--- src/rtl/wgt_pkg.sv ---
package wgt_pkg;
  typedef enum logic [2:0] {
    MODE_TGL_PER = 3'd0,
    MODE_TGL_CC0 = 3'd1,
    MODE_SS_PWM  = 3'd2,
    MODE_HOLD    = 3'd3,
    MODE_DS_ZA   = 3'd4,
    MODE_DS_ZB   = 3'd5,
    MODE_DS_TZ   = 3'd6,
    MODE_DS_T    = 3'd7
  } wgt_mode_e;

  typedef enum logic [1:0] {
    KIND_TOGGLE,
    KIND_SSPWM,
    KIND_DUAL,
    KIND_OFF
  } wave_kind_e;

  function automatic wave_kind_e kind_of(wgt_mode_e m);
    case (m)
      MODE_TGL_PER, MODE_TGL_CC0: kind_of = KIND_TOGGLE;
      MODE_SS_PWM:                kind_of = KIND_SSPWM;
      MODE_HOLD:                  kind_of = KIND_OFF;
      default:                    kind_of = KIND_DUAL;
    endcase
  endfunction

  function automatic logic is_pwm(wgt_mode_e m);
    return (m == MODE_SS_PWM) || m[2];
  endfunction
endpackage

--- src/rtl/wgt_counter.sv ---
module wgt_counter #(
  parameter int CNT_W = 8
) (
  input  logic             clk_i,
  input  logic             rst_ni,
  input  logic             en_i,
  input  logic             hold_i,
  input  logic             dual_i,
  input  logic [CNT_W-1:0] top_i,
  output logic [CNT_W-1:0] cnt_o,
  output logic             dir_o,
  output logic             top_hit_o,
  output logic             zero_hit_o
);
  localparam logic [CNT_W-1:0] ONE = CNT_W'(1);

  logic at_top, at_zero, top_nz, run;

  assign at_top     = (cnt_o == top_i);
  assign at_zero    = (cnt_o == '0);
  assign top_nz     = (top_i != '0);
  assign run        = en_i && !hold_i;
  assign top_hit_o  = run && at_top;
  assign zero_hit_o = run && at_zero;

  always_ff @(posedge clk_i or negedge rst_ni) begin
    if (!rst_ni) begin
      cnt_o <= '0;
      dir_o <= 1'b0;
    end else if (hold_i) begin
      cnt_o <= '0;
      dir_o <= 1'b0;
    end else if (en_i) begin
      if (!dual_i) begin
        dir_o <= 1'b0;
        cnt_o <= at_top ? '0 : cnt_o + ONE;
      end else if (!dir_o) begin
        if (at_top) begin
          dir_o <= top_nz;
          cnt_o <= top_nz ? top_i - ONE : '0;
        end else begin
          cnt_o <= cnt_o + ONE;
        end
      end else begin
        if (at_zero) begin
          dir_o <= 1'b0;
          cnt_o <= top_nz ? ONE : '0;
        end else begin
          cnt_o <= cnt_o - ONE;
        end
      end
    end
  end
endmodule

--- src/rtl/wgt_cc_bank.sv ---
module wgt_cc_bank #(
  parameter int CNT_W = 8,
  parameter int N_CH  = 4
) (
  input  logic                  clk_i,
  input  logic                  rst_ni,
  input  logic                  upd_i,
  input  logic [N_CH-1:0]       we_i,
  input  logic [N_CH*CNT_W-1:0] wdata_i,
  input  logic [N_CH-1:0]       circ_i,
  output logic [N_CH*CNT_W-1:0] act_o
);
  for (genvar n = 0; n < N_CH; n++) begin : g_ch
    logic [CNT_W-1:0] buf_q, act_q;

    always_ff @(posedge clk_i or negedge rst_ni) begin
      if (!rst_ni) begin
        buf_q <= '0;
        act_q <= '0;
      end else begin
        if (upd_i) act_q <= buf_q;
        // a fresh write beats the circular copy-back
        if (we_i[n])                  buf_q <= wdata_i[n*CNT_W +: CNT_W];
        else if (upd_i && circ_i[n])  buf_q <= act_q;
      end
    end

    assign act_o[n*CNT_W +: CNT_W] = act_q;
  end
endmodule

--- src/rtl/wgt_wave_bank.sv ---
module wgt_wave_bank
  import wgt_pkg::*;
#(
  parameter int CNT_W = 8,
  parameter int N_CH  = 4
) (
  input  logic                  clk_i,
  input  logic                  rst_ni,
  input  logic                  hold_i,
  input  logic                  run_i,
  input  wave_kind_e            kind_i,
  input  logic                  upd_i,
  input  logic                  dir_i,
  input  logic [CNT_W-1:0]      cnt_i,
  input  logic [N_CH*CNT_W-1:0] act_i,
  input  logic [N_CH-1:0]       pol_i,
  input  logic [N_CH/2-1:0]     swap_i,
  output logic [N_CH-1:0]       wo_o
);
  localparam int HALF = N_CH / 2;

  logic [N_CH-1:0] wave_q, level;

  for (genvar n = 0; n < N_CH; n++) begin : g_ch
    logic match;
    assign match = run_i && (cnt_i == act_i[n*CNT_W +: CNT_W]);

    always_ff @(posedge clk_i or negedge rst_ni) begin
      if (!rst_ni) begin
        wave_q[n] <= 1'b0;
      end else if (hold_i) begin
        wave_q[n] <= 1'b0;
      end else begin
        case (kind_i)
          KIND_TOGGLE: if (match) wave_q[n] <= ~wave_q[n];
          KIND_SSPWM: begin
            if (upd_i)      wave_q[n] <= 1'b1;
            else if (match) wave_q[n] <= 1'b0;
          end
          KIND_DUAL:   if (match) wave_q[n] <= ~dir_i;
          default:     wave_q[n] <= 1'b0;
        endcase
      end
    end
  end

  assign level = wave_q ^ pol_i;

  // dead-time stage is a pass-through; swap follows it
  for (genvar k = 0; k < HALF; k++) begin : g_swap
    assign wo_o[k]        = swap_i[k] ? level[k+HALF] : level[k];
    assign wo_o[k+HALF]   = swap_i[k] ? level[k]      : level[k+HALF];
  end
endmodule

--- src/rtl/wavegen_timer.sv ---
module wavegen_timer
  import wgt_pkg::*;
#(
  parameter int CNT_W = 8,
  parameter int N_CH  = 4
) (
  input  logic                  clk_i,
  input  logic                  rst_ni,
  input  logic                  en_i,
  input  logic [2:0]            mode_i,
  input  logic [CNT_W-1:0]      per_i,
  input  logic [N_CH-1:0]       cc_we_i,
  input  logic [N_CH*CNT_W-1:0] cc_wdata_i,
  input  logic [N_CH-1:0]       pol_i,
  input  logic [N_CH-1:0]       circ_i,
  input  logic [N_CH/2-1:0]     swap_i,
  output logic [CNT_W-1:0]      cnt_o,
  output logic                  dir_o,
  output logic                  ovf_o,
  output logic [N_CH*CNT_W-1:0] cc_o,
  output logic [N_CH-1:0]       wo_o
);
  wgt_mode_e        md;
  logic             hold, run, dual;
  logic [CNT_W-1:0] top_val;
  logic             top_hit, zero_hit, upd;
  logic [N_CH-1:0]  pol_eff;

  assign md      = wgt_mode_e'(mode_i);
  assign hold    = (md == MODE_HOLD);
  assign dual    = mode_i[2];
  assign run     = en_i && !hold;
  assign top_val = (md == MODE_TGL_CC0) ? cc_o[CNT_W-1:0] : per_i;
  assign pol_eff = is_pwm(md) ? pol_i : '0;

  always_comb begin
    case (md)
      MODE_TGL_PER, MODE_TGL_CC0, MODE_SS_PWM: begin
        upd   = top_hit;
        ovf_o = top_hit;
      end
      MODE_DS_ZA, MODE_DS_ZB: begin
        upd   = zero_hit;
        ovf_o = zero_hit;
      end
      MODE_DS_TZ: begin
        upd   = top_hit || zero_hit;
        ovf_o = top_hit || zero_hit;
      end
      MODE_DS_T: begin
        upd   = zero_hit;
        ovf_o = top_hit;
      end
      default: begin
        upd   = 1'b0;
        ovf_o = 1'b0;
      end
    endcase
  end

  wgt_counter #(.CNT_W(CNT_W)) u_counter (
    .clk_i      (clk_i),
    .rst_ni     (rst_ni),
    .en_i       (en_i),
    .hold_i     (hold),
    .dual_i     (dual),
    .top_i      (top_val),
    .cnt_o      (cnt_o),
    .dir_o      (dir_o),
    .top_hit_o  (top_hit),
    .zero_hit_o (zero_hit)
  );

  wgt_cc_bank #(.CNT_W(CNT_W), .N_CH(N_CH)) u_cc_bank (
    .clk_i   (clk_i),
    .rst_ni  (rst_ni),
    .upd_i   (upd),
    .we_i    (cc_we_i),
    .wdata_i (cc_wdata_i),
    .circ_i  (circ_i),
    .act_o   (cc_o)
  );

  wgt_wave_bank #(.CNT_W(CNT_W), .N_CH(N_CH)) u_wave_bank (
    .clk_i  (clk_i),
    .rst_ni (rst_ni),
    .hold_i (hold),
    .run_i  (run),
    .kind_i (kind_of(md)),
    .upd_i  (upd),
    .dir_i  (dir_o),
    .cnt_i  (cnt_o),
    .act_i  (cc_o),
    .pol_i  (pol_eff),
    .swap_i (swap_i),
    .wo_o   (wo_o)
  );
endmodule

--- config.mk ---
export PLATFORM = sky130hd
export DESIGN_NAME = wavegen_timer
export DESIGN_NICKNAME = d
export VERILOG_FILES = /design/src/rtl/wgt_pkg.sv /design/src/rtl/wgt_counter.sv /design/src/rtl/wgt_cc_bank.sv /design/src/rtl/wgt_wave_bank.sv /design/src/rtl/wavegen_timer.sv
export SDC_FILE = /design/constraint.sdc
export NUM_CORES = 1
export LEC_CHECK = 0
export ABC_AREA = 1
export BUFFER_PORTS_ARGS = -buffer_cell sky130_fd_sc_hd__buf_2
export CORE_ASPECT_RATIO = 0.75
export CORE_MARGIN = 4
export CORE_UTILIZATION = 46
export CTS_CLUSTER_DIAMETER = 120
export DETAILED_ROUTE_END_ITERATION = 10
export GPL_ROUTABILITY_DRIVEN = 0
export PLACE_DENSITY = 0.74
export RECOVER_POWER = 25
export SYNTH_ARGS = -nofsm -noshare
export SYNTH_HDL_FRONTEND = slang
export SYNTH_SLANG_ARGS = --single-unit
--- constraint.sdc ---
create_clock -name clk_i -period 2.3 [get_ports clk_i]
set_input_delay 0.115 -clock clk_i [delete_from_list [all_inputs] [get_ports clk_i]]
set_output_delay 0.115 -clock clk_i [all_outputs]
set_load 0.005 [all_outputs]
==> results of run 1 <==
cell families (layout without fill, tap and decap cells):
kind of cell | count (synthesis) | count (layout) | share of synthesized area, %
AO/OA/AOI/OAI | 111 | 111 | 12.74
XOR/XNOR | 46 | 46 | 7.652
adder cells (fa/ha/maj) | 4 | 4 | 0.9506
buffers and inverters | 113 | 231 | 10.00
flip-flops | 77 | 77 | 36.60
AND/OR/NAND/NOR | 376 | 376 | 32.06
power by group:
part	total (W)	internal, W	switching, W
registers	0.00189	0.00161	0.000277
logic	0.00173	0.000745	0.000986
clock network	0.00131	0.000755	0.000551
total	0.00493	0.00311	0.00181
timing repair:
action                     in CTS  in global routing
setup endpoints to repair       1                 65
hold endpoints to repair       36                  0
cloned                          0                  0
pin swaps                       5                  4
hold buffers                    1                  0
setup buffers                   0                  3
gates resized for setup         7                  7
worst min-delay path: stages:
cell	delay [ns]
buf_2	0.07
nand2_1	0.04
o21ai_0	0.06
nand2_1	0.05
nand2_1	0.04
registers in the layout, summed over array words and instances (netlist names):
name                  cells
u_wave_bank.wave_q        4
u_cc_bank.g_ch.buf_q     32
u_counter.cnt_o           8
u_counter.dir_o           1
u_cc_bank.g_ch.act_q     32
per-layer routing:
layer / global-route usage [%] / vias to the layer above / wire length [um]
li1: - / 2557 / -
met1: 31.41 / 2277 / 6632
met2: 33.03 / 209 / 6202
met3: 6.188 / 8 / 1320
met4: 3.632 / 0 / 82
met5: 0 / - / 0
cell usage after synthesis (all sizes together):
library cell | n | area, um^2
nand2 | 239 | 992.2
o21ai | 86 | 535.5
inv | 79 | 296.5
dfrtp | 77 | 1927
nand3 | 71 | 360.3
nor2 | 38 | 173.9
xor2 | 34 | 297.8
a21oi | 21 | 105.1
buf | 18 | 170.2
clkbuf | 12 | 45.04
nor3 | 12 | 60.06
xnor2 | 12 | 105.1
nand4 | 8 | 50.05
clkinv | 4 | 15.01
ha | 4 | 50.05
nor4 | 4 | 25.02
or2 | 2 | 12.51
a211oi | 1 | 7.510
a22oi | 1 | 7.510
a31oi | 1 | 6.260
and2 | 1 | 6.260
nand3b | 1 | 7.510
o311ai | 1 | 8.760
layout by cell type, fill, tap and decap left out, drive strengths merged, types with 2 or more instances in the layout:
master / n
nand3: 71
o21ai: 86
nor2: 38
buf: 131
xnor2: 12
clkbuf: 11
xor2: 34
or2: 2
nand2: 239
inv: 80
ha: 4
nor3: 12
clkinv: 7
dfrtp: 77
a21oi: 21
nor4: 4
nand4: 8
path summary, 6_finish.rpt:
path,to,depth (start not counted)
setup reg to reg,u_cc_bank.g_ch[3].buf_q[0],14
hold reg to reg,u_cc_bank.g_ch[3].act_q[0],2
hold / removal,u_cc_bank.g_ch[1].buf_q[7],5
max in group asynchronous,u_cc_bank.g_ch[0].act_q[6],3
setup / recovery,ovf_o,11
min in group asynchronous,u_counter.cnt_o[2],2
metrics by stage:
step / util [%] / area [um^2] / TNS (ns) / setup WS [ns]
after floorplan: - / 5265 / 0 / 0.06307
after global placement: 53.91 / 5966 / 0 / 0.07029
after detailed placement: 53.91 / 5966 / 0 / 0.01502
after CTS: 56.72 / 6276 / 0 / 0.003118
after global routing: 57.10 / 6319 / -0.01421 / -0.01421
final: 57.10 / 6319 / 0 / 0.1115
cell type report:
cell class,instances,area share (%)
inverter,83,4.931
timing repair buffer,133,12.08
clock inverter,5,0.5545
sequential,77,30.51
multi-input combinational,537,45.37
clock buffer,10,3.782
tap,140,2.772
==> results.md, run 1 <==
- Post-synthesis cell count: 727
- Req. time, crit path: about 2.2 ns
- Leakage Power: 3.270 nW
- Flop2flop setup slack: 0.19 ns
- Cell chain of the critical path: inv_1 -> ha_4 -> nand3_4 -> nor3_4 -> nand3_1 -> nor2_1 -> inv_1 -> nand2_1 -> nand2_2 -> o311ai_2 -> buf_2
- CTS buffer count: 9
- Arr. time, crit path: just over 2 ns
- Buf/Inv on CP: 3
- Routed wire per std cell: around 14 um
- Cell Area, Synth: approximately 0.0053 mm^2
- Fin cells: between 900 and 1000
- Min-Delay Path Class: input pin to flop
- IO Count: about 110
- Crit path top cell by count: inv_1
- CTS Root Cell: clkbuf_16
- Proportion of layout cells with a drive suffix above 1: between 20 and 30%
- Fmax: about 460 MHz
- Crit share post-route: a little over nine tenths
- Dpl cells: 967
- Max cap viols: 0
- NumNets Final: roughly 910
- Syn_nets: roughly 800
- Clock-pin slew on the worst setup and hold paths: 0.06 ns
- Crit path launch: u_counter.cnt_o[0]
- Synth Warn #: 0
- Slew headroom: between 30% and 40%
- Worst R2R Start: u_counter.cnt_o[0]
- Mean Syn Cell Area: 7.242 um^2
- Synthesized flop and latch total: 77
- Starting DRT DRC Count: about 510
- Final count of pins violating max slew: 0
- Largest net degree at the start of global routing: 42
- Reg area: ~0.0019 mm^2
- Grt total ovfl: 0
- Total power: about 0.0049 W
- Total track usage: between 20 and 25%
- Pwr dens: about 780 mW/mm^2
- Final setup viols: 0
- Die H: roughly 100 um
- Antenna violations before repair: 0
- Drt total wl: ~14000 um
- Final hold vios: 0
- H-tree depth: 3
- CP endpoint kind: output port
- Area of the multi-input gates: roughly 0.0029 mm^2
- CP Class: flop to output port
- Final HPWL DP: approximately 11000 um
- Vias in the first global route: roughly 4600
- N_diodes: 0
- Min-delay src: cc_wdata_i[15]
- Routed via count: between 5000 and 6000
- Max stage delay on crit path: ~0.38 ns
- Min Tclk post-route: approximately 2.2 ns
- DRC: 0
- Slowest cell on crit path: dfrtp_1
- Clock buffer depth: 2
- Clock sinks: 77
- Critical Path Start Type: flop
- Maximum VDD drop: around 0.48 mV
- First-pass GRT wire length: ~23000 um
- Synth-to-layout area growth: 20.01%
- Clock latency on the worst-skew pair: ~0.34 ns
- Hold slack: ~0.07 ns
- Yosys cell types: 33
- Die Wd: ~130 um
- Initial Utilization: 47.58%
- # rows: 33
- Via/cell ratio: ~5.1
- Outcome: finished, final reports clean
- Fill count: ~1000
- Initial DRT Pass Iterations: 5
- Clock skew: ~0.007 ns
- Core area: 0.01107 mm^2
- Delay-heaviest family, CP: simple AND/OR/NAND/NOR gates
- CTS tree: built
- Worst slew pin tran: around 0.96 ns
- Register area share after synthesis: between 30% and 40%
- Largest fanout on the critical path: 3
- Port bufs: between 100 and 150
- Final ANT Viol Nets: 0
- Die Footprint: approximately 0.013 mm^2
No activity file was read; power rests on OpenSTA's default activity.
==> inputs of run 2 (changes only) <==
CORE_MARGIN = unset   (was 4)
==> results.md, run 2 (synthesized netlist as in run 1, its figures left out) <==
- Fill count: around 1000
- Clock-pin slew on the worst setup and hold paths: about 0.07 ns
- Failing checks: DRC
- CTS tree: built
- Final ANT Viol Nets: 0
- Die H: around 95 um
- N_diodes: 0
- Maximum VDD drop: roughly 0.39 mV
- Slew headroom: around a third
- Crit share post-route: between 90% and 100%
- Combinational power share: 34.7%
- Initial Utilization: a little under half
- Via/cell ratio: 5.091
- NumNets Final: 909
- Die Wd: between 100 and 150 um
- DRC: 5
- Total track usage: about 25%
- Synth-to-layout area growth: 20.86%
- Port bufs: 105
- Reg power frac: about two fifths
- Drt total wl: roughly 14000 um
- Clock skew: roughly 0.0067 ns
- Initial DRT Pass Iterations: 7
- Starting DRT DRC Count: approximately 350
- Fmax: about 440 MHz
- Placed cell area: about 0.006 mm^2
- Min Tclk post-route: 2.276 ns
- Core area: between 0.01 and 0.015 mm^2
- Clock sinks: 77
- Clock power share: a little over a quarter
- Worst slew pin tran: about 0.98 ns
- Vias in the first global route: 4519
- Antenna violations before repair: 0
- CTS buffer count: 9
- Clock buffer depth: 2
- Final hold vios: 0
- Max cap viols: 0
- Internal power: ~0.0031 W
- Grt total ovfl: 0
- Largest fanout on the critical path: 3
- Sw frac: 37.33%
- Arr. time, crit path: 2.16 ns
- CTS Root Cell: clkbuf_16
- Req. time, crit path: approximately 2.2 ns
- Final instance area: between 0.006 and 0.007 mm^2
- Biggest regs: u_cc_bank.g_ch.act_q (32), u_cc_bank.g_ch.buf_q (32), u_counter.cnt_o (8)
- P_sw: roughly 0.0018 W
- Min-Delay Path Class: input pin to flop
- Routed via count: roughly 5000
- CP endpoint kind: output port
- Proportion of layout cells with a drive suffix above 1: 26.24%
- Die Footprint: roughly 0.012 mm^2
- Critical Path Start Type: flop
- H-tree depth: 3
- Pwr dens: 775.4 mW/mm^2
- Final setup viols: 0
- Commonest cells after routing, fill and taps aside: 212 x nand2_1, 104 x buf_2, 77 x dfrtp_1
- Total power: a little under 0.005 W
- Final Util: between 50 and 60%
- Clock latency on the worst-skew pair: ~0.34 ns
- CP Class: flop to output port
- Setup TNS: 0 ns
- IO Count: ~110
- Fin cells: 990
- First-pass GRT wire length: 23070 um
- Most common cell after layout, fill and taps aside: nand2_1
- # rows: 33
- Leakage Power: ~3.3 nW
- Largest net degree at the start of global routing: 44
- Final count of pins violating max slew: 0
- Final HPWL DP: between 10000 and 15000 um
- Reg area: 0.001927 mm^2
- Dpl cells: roughly 970
- Routed wire per std cell: approximately 14 um
- Outcome: finished, violations left
- Area of the multi-input gates: ~0.0029 mm^2
-- run 2: cell types whose count changed in the layout (fill, tap and decap cells not counted), moves of 2 or more --
cell / previous run / this run
buf_4: 25 / 29
clkinvlp_4: 1 / 3
inv_1: 73 / 75
inv_2: 6 / 4
nand2_2: 21 / 19
nand2_4: 5 / 7
nand3_2: 1 / 3
-- run 2: layout make-up --
cell class	count	share of cell area [%]
inverters	83	4.896
clock buffers	9	3.539
multi-input cells	537	45.18
flip-flops and latches	77	30.28
clock inverters	7	0.8848
repair buffers	137	12.47
well taps	140	2.753
-- run 2: final timing paths --
check	startpoint	endpoint	slack [ns]	cells past startpoint
worst min-delay path	cc_wdata_i[18]	u_cc_bank.g_ch[2].buf_q[2]	0.08	5
min in group asynchronous	rst_ni	u_cc_bank.g_ch[3].act_q[6]	0.47	2
worst max-delay path	u_counter.cnt_o[1]	ovf_o	0.02	11
worst min register to register	u_cc_bank.g_ch[1].buf_q[3]	u_cc_bank.g_ch[1].act_q[3]	0.49	2
worst max register to register	u_counter.cnt_o[1]	u_cc_bank.g_ch[3].buf_q[6]	0.11	14
max in group asynchronous	rst_ni	u_cc_bank.g_ch[1].act_q[6]	1.07	3
-- run 2: timing repair --
action	in CTS	in global routing
resized for setup	7	8
hold buffers	1	0
buffers inserted	2	3
endpoints found under the setup margin	35	62
hold endpoints to repair	34	0
pin swaps	2	4
-- run 2: metrics by stage --
stage	hold WS [ns]	setup WS [ns]
finish	0.07670	0.02389
global route	0.09268	-0.03080
floorplan	-0.1806	0.06307
detailed placement	0.1121	-0.09007
CTS	0.06374	0.0007190
global placement	0.1085	-0.002601
-- run 2: metal layers --
metal  vias up  global-route usage (%)  part of all wire (%)
li1       2568                       -                     -
met1      2258                   36.75                    49
met2       197                   37.73                    42
met3        17                   4.986                   7.6
met4         0                   6.606                   1.2
met5         -                       0                     0
-- run 2: power groups by stage --
stage	registers, W	logic, W	clock network (W)
detailed placement	0.00190	0.00169	0
CTS	0.00189	0.00170	0.00138
floorplan	0.00184	0.00107	0
global placement	0.00190	0.00166	0
global route	0.00192	0.00192	0.00143
finish	0.00189	0.00171	0.00134
-- run 2: critical path: stages, from the launching register on --
cell,delay (ns)
dfrtp_1,0.37
inv_1,0.10
ha_2,0.22
nand3_2,0.10
nor3_2,0.19
nand3_2,0.16
nor2_4,0.16
inv_2,0.06
nand2_2,0.09
nand2_4,0.08
o311ai_4,0.11
buf_2,0.17
